`src/rtl/tlb_xlate_pkg.sv`:
```
package tlb_xlate_pkg;

  // Per-entry access permissions
  typedef struct packed {
    logic rd;
    logic wr;
    logic usr;
  } perm_t;

  // Result kind of a lookup
  typedef enum logic [1:0] {
    RES_MISS  = 2'd0,
    RES_HIT   = 2'd1,
    RES_FAULT = 2'd2
  } res_e;

endpackage

```
`src/rtl/tlb_entry_store.sv`:
```
module tlb_entry_store
  import tlb_xlate_pkg::*;
#(
  parameter int ENTRIES = 16,
  parameter int VPN_W   = 12,
  parameter int PPN_W   = 12,
  localparam int IDX_W  = $clog2(ENTRIES)
) (
  input  logic               clk,
  input  logic               rst_n,
  input  logic               flush,
  input  logic               wr_en,
  input  logic [IDX_W-1:0]   wr_idx,
  input  logic [VPN_W-1:0]   wr_vpn,
  input  logic [PPN_W-1:0]   wr_ppn,
  input  perm_t              wr_perm,
  input  logic               wr_super,
  output logic [ENTRIES-1:0] valid_o,
  output logic [VPN_W-1:0]   vpn_o   [ENTRIES],
  output logic [PPN_W-1:0]   ppn_o   [ENTRIES],
  output perm_t              perm_o  [ENTRIES],
  output logic [ENTRIES-1:0] super_o
);

  for (genvar g = 0; g < ENTRIES; g++) begin : g_ent
    logic sel;
    logic valid_d;
    assign sel = wr_en && (wr_idx == IDX_W'(g));

    always_comb begin
      valid_d = valid_o[g];
      if (flush)    valid_d = 1'b0;
      else if (sel) valid_d = 1'b1;
    end

    // Valid bit: reset to empty
    always_ff @(posedge clk or negedge rst_n) begin
      if (!rst_n) valid_o[g] <= 1'b0;
      else        valid_o[g] <= valid_d;
    end

    // Payload: written only on fill, no reset needed
    always_ff @(posedge clk) begin
      if (sel) begin
        vpn_o[g]   <= wr_vpn;
        ppn_o[g]   <= wr_ppn;
        perm_o[g]  <= wr_perm;
        super_o[g] <= wr_super;
      end
    end
  end

endmodule

```
`src/rtl/tlb_match.sv`:
```
module tlb_match
  import tlb_xlate_pkg::*;
#(
  parameter int ENTRIES = 16,
  parameter int VPN_W   = 12,
  parameter int PPN_W   = 12,
  parameter int SP_BITS = 4
) (
  input  logic [VPN_W-1:0]   vpn,
  input  logic [ENTRIES-1:0] valid_i,
  input  logic [VPN_W-1:0]   vpn_i   [ENTRIES],
  input  logic [PPN_W-1:0]   ppn_i   [ENTRIES],
  input  perm_t              perm_i  [ENTRIES],
  input  logic [ENTRIES-1:0] super_i,
  output logic               hit,
  output logic [PPN_W-1:0]   hit_ppn,
  output perm_t              hit_perm,
  output logic               hit_super
);

  localparam int HI_W = VPN_W - SP_BITS;

  logic [ENTRIES-1:0] eq;

  for (genvar g = 0; g < ENTRIES; g++) begin : g_cmp
    logic hi_eq;
    logic lo_eq;
    assign hi_eq = vpn[VPN_W-1:SP_BITS] == vpn_i[g][VPN_W-1:SP_BITS];
    assign lo_eq = vpn[SP_BITS-1:0] == vpn_i[g][SP_BITS-1:0];
    assign eq[g] = valid_i[g] && hi_eq && (super_i[g] || lo_eq);
  end

  // Lowest matching index wins
  always_comb begin
    hit       = 1'b0;
    hit_ppn   = '0;
    hit_perm  = '0;
    hit_super = 1'b0;
    for (int i = ENTRIES - 1; i >= 0; i--) begin
      if (eq[i]) begin
        hit       = 1'b1;
        hit_ppn   = ppn_i[i];
        hit_perm  = perm_i[i];
        hit_super = super_i[i];
      end
    end
  end

  if (HI_W < 1) begin : g_bad
    initial $error("SP_BITS must be smaller than VPN_W");
  end

endmodule

```
`src/rtl/tlb_victim.sv`:
```
module tlb_victim #(
  parameter int ENTRIES = 16,
  localparam int IDX_W  = $clog2(ENTRIES)
) (
  input  logic               clk,
  input  logic               rst_n,
  input  logic [ENTRIES-1:0] valid_i,
  input  logic               alloc,
  output logic [IDX_W-1:0]   idx
);

  logic             free_found;
  logic [IDX_W-1:0] free_idx;
  logic [IDX_W-1:0] rr_q;
  logic [IDX_W-1:0] rr_d;
  logic             rr_en;

  always_comb begin
    free_found = 1'b0;
    free_idx   = '0;
    for (int i = ENTRIES - 1; i >= 0; i--) begin
      if (!valid_i[i]) begin
        free_found = 1'b1;
        free_idx   = IDX_W'(i);
      end
    end
  end

  assign idx   = free_found ? free_idx : rr_q;
  assign rr_en = alloc && !free_found;

  always_comb begin
    if (rr_q == IDX_W'(ENTRIES - 1)) rr_d = '0;
    else                             rr_d = rr_q + 1'b1;
  end

  always_ff @(posedge clk or negedge rst_n) begin
    if (!rst_n)     rr_q <= '0;
    else if (rr_en) rr_q <= rr_d;
  end

endmodule

```
`src/rtl/tlb_xlate.sv`:
```
module tlb_xlate
  import tlb_xlate_pkg::*;
#(
  parameter int VA_W    = 24,
  parameter int OFS_W   = 12,
  parameter int PPN_W   = 12,
  parameter int ENTRIES = 16,
  parameter int SP_BITS = 4,
  localparam int VPN_W  = VA_W - OFS_W,
  localparam int PA_W   = PPN_W + OFS_W
) (
  input  logic             clk,
  input  logic             rst_n,
  input  logic             flush,
  input  logic             lk_valid,
  input  logic [VA_W-1:0]  lk_vaddr,
  input  logic             lk_write,
  input  logic             lk_user,
  output logic             rsp_valid,
  output logic             rsp_hit,
  output logic             rsp_miss,
  output logic             rsp_fault,
  output logic [PA_W-1:0]  rsp_paddr,
  output logic             walk_req,
  output logic [VPN_W-1:0] walk_vpn,
  input  logic             walk_ack,
  input  logic [PPN_W-1:0] walk_ppn,
  input  logic             walk_rd,
  input  logic             walk_wr,
  input  logic             walk_usr,
  input  logic             walk_super
);

  localparam int IDX_W = $clog2(ENTRIES);

  logic [VPN_W-1:0]   lk_vpn;
  logic [OFS_W-1:0]   lk_ofs;
  logic [ENTRIES-1:0] e_valid;
  logic [VPN_W-1:0]   e_vpn  [ENTRIES];
  logic [PPN_W-1:0]   e_ppn  [ENTRIES];
  perm_t              e_perm [ENTRIES];
  logic [ENTRIES-1:0] e_super;
  logic               m_hit;
  logic [PPN_W-1:0]   m_ppn;
  perm_t              m_perm;
  logic               m_super;
  logic               deny;
  res_e               res_c;
  logic [PA_W-1:0]    paddr_c;
  logic               fill;
  logic               fill_en;
  logic [IDX_W-1:0]   fill_idx;
  perm_t              fill_perm;

  // Next-state signals
  logic               rsp_valid_d;
  logic               rsp_hit_d;
  logic               rsp_miss_d;
  logic               rsp_fault_d;
  logic [PA_W-1:0]    rsp_paddr_d;
  logic               walk_req_d;
  logic               walk_issue;

  assign lk_vpn = lk_vaddr[VA_W-1:OFS_W];
  assign lk_ofs = lk_vaddr[OFS_W-1:0];

  tlb_entry_store #(
    .ENTRIES (ENTRIES),
    .VPN_W   (VPN_W),
    .PPN_W   (PPN_W)
  ) u_store (
    .clk      (clk),
    .rst_n    (rst_n),
    .flush    (flush),
    .wr_en    (fill_en),
    .wr_idx   (fill_idx),
    .wr_vpn   (walk_vpn),
    .wr_ppn   (walk_ppn),
    .wr_perm  (fill_perm),
    .wr_super (walk_super),
    .valid_o  (e_valid),
    .vpn_o    (e_vpn),
    .ppn_o    (e_ppn),
    .perm_o   (e_perm),
    .super_o  (e_super)
  );

  tlb_match #(
    .ENTRIES (ENTRIES),
    .VPN_W   (VPN_W),
    .PPN_W   (PPN_W),
    .SP_BITS (SP_BITS)
  ) u_match (
    .vpn       (lk_vpn),
    .valid_i   (e_valid),
    .vpn_i     (e_vpn),
    .ppn_i     (e_ppn),
    .perm_i    (e_perm),
    .super_i   (e_super),
    .hit       (m_hit),
    .hit_ppn   (m_ppn),
    .hit_perm  (m_perm),
    .hit_super (m_super)
  );

  tlb_victim #(
    .ENTRIES (ENTRIES)
  ) u_victim (
    .clk     (clk),
    .rst_n   (rst_n),
    .valid_i (e_valid),
    .alloc   (fill_en),
    .idx     (fill_idx)
  );

  // Refill control
  assign fill      = walk_req && walk_ack;
  assign fill_en   = fill && !flush;
  assign fill_perm = '{rd: walk_rd, wr: walk_wr, usr: walk_usr};

  // Permission check and address formation
  always_comb begin
    deny = (lk_write && !m_perm.wr) || (!lk_write && !m_perm.rd) ||
           (lk_user && !m_perm.usr);
    if (!m_hit)    res_c = RES_MISS;
    else if (deny) res_c = RES_FAULT;
    else           res_c = RES_HIT;

    if (m_super) paddr_c = {m_ppn[PPN_W-1:SP_BITS], lk_vpn[SP_BITS-1:0], lk_ofs};
    else         paddr_c = {m_ppn, lk_ofs};
  end

  // Next-state logic
  always_comb begin
    rsp_valid_d = lk_valid;
    rsp_hit_d   = lk_valid && (res_c == RES_HIT);
    rsp_miss_d  = lk_valid && (res_c == RES_MISS);
    rsp_fault_d = lk_valid && (res_c == RES_FAULT);
    rsp_paddr_d = rsp_hit_d ? paddr_c : '0;

    walk_issue = !walk_req && lk_valid && (res_c == RES_MISS);
    walk_req_d = walk_req;
    if (fill)            walk_req_d = 1'b0;
    else if (walk_issue) walk_req_d = 1'b1;
  end

  // Registers
  always_ff @(posedge clk or negedge rst_n) begin
    if (!rst_n) begin
      rsp_valid <= 1'b0;
      rsp_hit   <= 1'b0;
      rsp_miss  <= 1'b0;
      rsp_fault <= 1'b0;
      rsp_paddr <= '0;
      walk_req  <= 1'b0;
    end else begin
      rsp_valid <= rsp_valid_d;
      rsp_hit   <= rsp_hit_d;
      rsp_miss  <= rsp_miss_d;
      rsp_fault <= rsp_fault_d;
      rsp_paddr <= rsp_paddr_d;
      walk_req  <= walk_req_d;
    end
  end

  always_ff @(posedge clk or negedge rst_n) begin
    if (!rst_n)          walk_vpn <= '0;
    else if (walk_issue) walk_vpn <= lk_vpn;
  end

endmodule

```
`config.mk`:
```
export PLATFORM = sky130hd
export DESIGN_NAME = tlb_xlate
export DESIGN_NICKNAME = d
export VERILOG_FILES = /design/src/rtl/tlb_xlate_pkg.sv /design/src/rtl/tlb_entry_store.sv /design/src/rtl/tlb_match.sv /design/src/rtl/tlb_victim.sv /design/src/rtl/tlb_xlate.sv
export SDC_FILE = /design/constraint.sdc
export NUM_CORES = 1
export LEC_CHECK = 0
export ABC_AREA = 1
export ABC_CLOCK_PERIOD_IN_PS = 7400
export BUFFER_PORTS_ARGS = -buffer_cell sky130_fd_sc_hd__buf_2
export CORE_ASPECT_RATIO = 1.4
export CORE_MARGIN = 8
export CORE_UTILIZATION = 45
export DETAILED_ROUTE_END_ITERATION = 6
export PLACE_DENSITY = 0.64
export REMOVE_ABC_BUFFERS = 1
export SLEW_MARGIN = 20
export SYNTH_ARGS = -nofsm -noshare
export SYNTH_HDL_FRONTEND = slang
export SYNTH_HIERARCHICAL = 1
export SYNTH_SLANG_ARGS = --single-unit
```
`constraint.sdc`:
```
create_clock -name clk -period 7.4 [get_ports clk]
set_input_delay 0.74 -clock clk [delete_from_list [all_inputs] [get_ports clk]]
set_output_delay 0.74 -clock clk [all_outputs]
set_load 0.02 [all_outputs]
```
==> impl_metrics.env <==
export IMPL_outcome="completed"
export IMPL_post_cts_resized=0
export IMPL_endpoint_kind="register"
export IMPL_tightest_slew_ps=1060
export IMPL_hold_buffers=0
export IMPL_async_flop_share=0.120
export IMPL_drt_pass1_iterations=7
export IMPL_fp_dieW_um=206
export IMPL_dp_hpwl_mm=37.7
export IMPL_whs_path_depth=1
export IMPL_clock_sinks=509
export IMPL_grt_met1_usage=0.226
export IMPL_diodes=0
export IMPL_postRouteAntennaNets=0
export IMPL_synth_top_flop_cell="edfxtp_1"
export IMPL_grt_start_max_net_pins=62
export IMPL_powerDensity_mw_per_mm2=234
export IMPL_fin_util=0.505
export IMPL_port_buffers=87
export IMPL_numCtsBuffers=48
export IMPL_grt_use_total=0.192
export IMPL_finalCritPeriodShare=0.619
export IMPL_min_period_ps=4580
export IMPL_clk_latency_ps=580
export IMPL_syn_inst=2118
export IMPL_drt_wl_total_mm=56.1
export IMPL_drive_gt1_frac=0.117
export IMPL_fin_skew_ps=17.8
export IMPL_core_area_mm2=0.0499
export IMPL_syn_avg_cell_area_um2=10.7
export IMPL_cts_setup_buffers=0
export IMPL_cts_clk_slew_worst_paths_ps=60
export IMPL_required_ps=7900
export IMPL_drv_cap=0
export IMPL_leakage_nw=10.2
export IMPL_cts_root_buf="clkbuf_16"
export IMPL_r2r_start="u_store/vpn_o[70]"
export IMPL_finalMaxSlewViolations=0
export IMPL_rows=97
export IMPL_hold_class="in2reg"
export IMPL_crit_type="in2reg"
export IMPL_die_area_mm2=0.0580
export IMPL_grt_remaining_overflow=0
export IMPL_slew_limit_headroom=0.289
export IMPL_rsz0062_at_grt="false"
export IMPL_r2r_slack_ps=3430
export IMPL_busiest_layer="met2"
export IMPL_synth_seq_cells=509
export IMPL_start_util=0.455
export IMPL_grt_met2_usage=0.356
export IMPL_yosysSeqAreaShare=0.660
export IMPL_max_freq_mhz=218
export IMPL_h_tree_depth=2
export IMPL_die_height_um=282
export IMPL_rr_worst_depth=20
export IMPL_vias_per_cell=5.21
export IMPL_antenna_found_initial=0
export IMPL_critPathArrivalTime_ps=5080
export IMPL_grt_pass1_wl_mm=86.4
export IMPL_io_pins=88
export IMPL_wl_per_cell_um=19.4
export IMPL_first_global_vias=15400
export IMPL_hold_viol=0
export IMPL_hp_start="lk_valid"
export IMPL_synth_warnings=6
export IMPL_min_to="rsp_valid"
export IMPL_area_growth_pct=11.0
export IMPL_met3_usage=0.0225
export IMPL_setup_viol=0
export IMPL_final_cell_mix="560 x nand2_1, 448 x edfxtp_1, 243 x inv_1"
export IMPL_timing_setup_tns_ps=0
export IMPL_cts_tree="yes"
export IMPL_gp_congestion=0.840
export IMPL_placed_cell_area_mm2=0.0237
export IMPL_drc=0
export IMPL_start_kind="primary input"
export IMPL_yosysUniqueCellTypes=58
export IMPL_synthesis_area_mm2=0.0227
export IMPL_via_count=15100
export IMPL_final_area_mm2=0.0252
export IMPL_final_nets=2259
export IMPL_drtIter0Drc=1030
export IMPL_cts_buffer_depth=3
export IMPL_r2r_end="rsp_paddr[1]"
export IMPL_crit_path_start="lk_vaddr[19]"
export IMPL_mostFrequentLayoutCell="nand2_1"
export IMPL_vdd_ir_drop_max_v=0.000217
export IMPL_crit_path_max_fanout=25
export IMPL_synth_edf_count=448
==> critical path, cell delays in order <==
cell and delay (ps):
buf_2 230, inv_1 650, o21ai_0 200, a211oi_1 280
nand3_1 650, nand2_1 680, a21oi_1 80, nand3_1 110
nand2_1 60, nand3_1 60, nand2_1 70, nand2_1 90
nand3_1 70, nand2_1 100, nand2_1 60, nand2_1 80
nand2_1 50, nand2_1 60, nand2_1 50, nand2_1 110
nand3_4 350, nor2_1 210
==> sequential cells by signal (all words and copies together) (netlist names) <==
signal	cells
u_store/ppn_o	192
u_store/vpn_o	192
u_store/perm_o	48
rsp_paddr	24
u_store/super_o	16
u_store/valid_o	16
walk_vpn	12
u_victim/rr_q	4
rsp_fault	1
rsp_hit	1
rsp_miss	1
rsp_valid	1
walk_req	1
==> where the power goes <==
group	leakage [nW]	switching (mW)	total [mW]	internal (mW)
Combinational	4.59	0.191	0.258	0.0664
Sequential	4.86	0.0740	3.28	3.20
Clock	0.734	1.05	2.35	1.30
==> stage by stage <==
| stage | worst slack [ps] | hold slack, ps | std cells | total power [mW] |
|---|---|---|---|---|
| detailed placement | 2200 | 467 | 2804 | 3.60 |
| CTS | 2820 | 304 | 2892 | 5.94 |
| finish | 2820 | 322 | 2892 | 5.89 |
| floorplan | 3860 | 444 | 2050 | 3.41 |
| global placement | 2340 | 456 | 2804 | 3.60 |
| global route | 2310 | 311 | 2892 | 6.05 |
==> area by class of cell <==
class | instances | area (um^2)
Clock inverter | 20 | 155
Multi-Input combinational cell | 1283 | 6320
Fill cell | 4351 | 24700
Tap cell | 643 | 805
Timing Repair Buffer | 111 | 616
Clock buffer | 68 | 1340
Inverter | 258 | 968
Sequential cell | 509 | 15000
==> cells in the mapped netlist (22+ instances only) <==
library cell	number	area, um^2
nand2_1	560	2100
edfxtp_1	448	13500
inv_1	246	923
nor2_1	213	800
nand3_1	109	546
o21ai_0	66	330
dfrtp_1	61	1530
xnor2_1	59	517
xor2_1	46	403
a21oi_1	44	220
buf_2	30	150
or2_2	22	138
==> worst max path at each step <==
stage / to / depth (start not counted) / slack (ps)
final: rsp_paddr[1] / 22 / 2820
after global placement: rsp_paddr[2] / 22 / 2340
after floorplan: rsp_paddr[0] / 21 / 3860
after CTS: rsp_paddr[3] / 22 / 2820
after detailed placement: rsp_paddr[3] / 22 / 2200
after global routing: rsp_paddr[3] / 22 / 2310
==> kinds of logic (layout without fill, tap and decap cells) <==
family | after synthesis | count (layout) | share of synthesized area
compound gates | 163 | 163 | 0.0427
xor+xnor | 106 | 106 | 0.0413
fa+ha+maj | 1 | 1 | 0.000551
buf+inv | 326 | 457 | 0.0622
flops | 509 | 509 | 0.660
mux | 1 | 1 | 0.000441
simple gates | 1012 | 1012 | 0.192
==> routing by layer <==
layer	part of all wire	vias up
met5	0	-
met1	0.39	7325
met3	0.045	125
met2	0.53	429
met4	0.030	0
li1	-	7183
No activity file was read; power rests on OpenSTA's default activity.
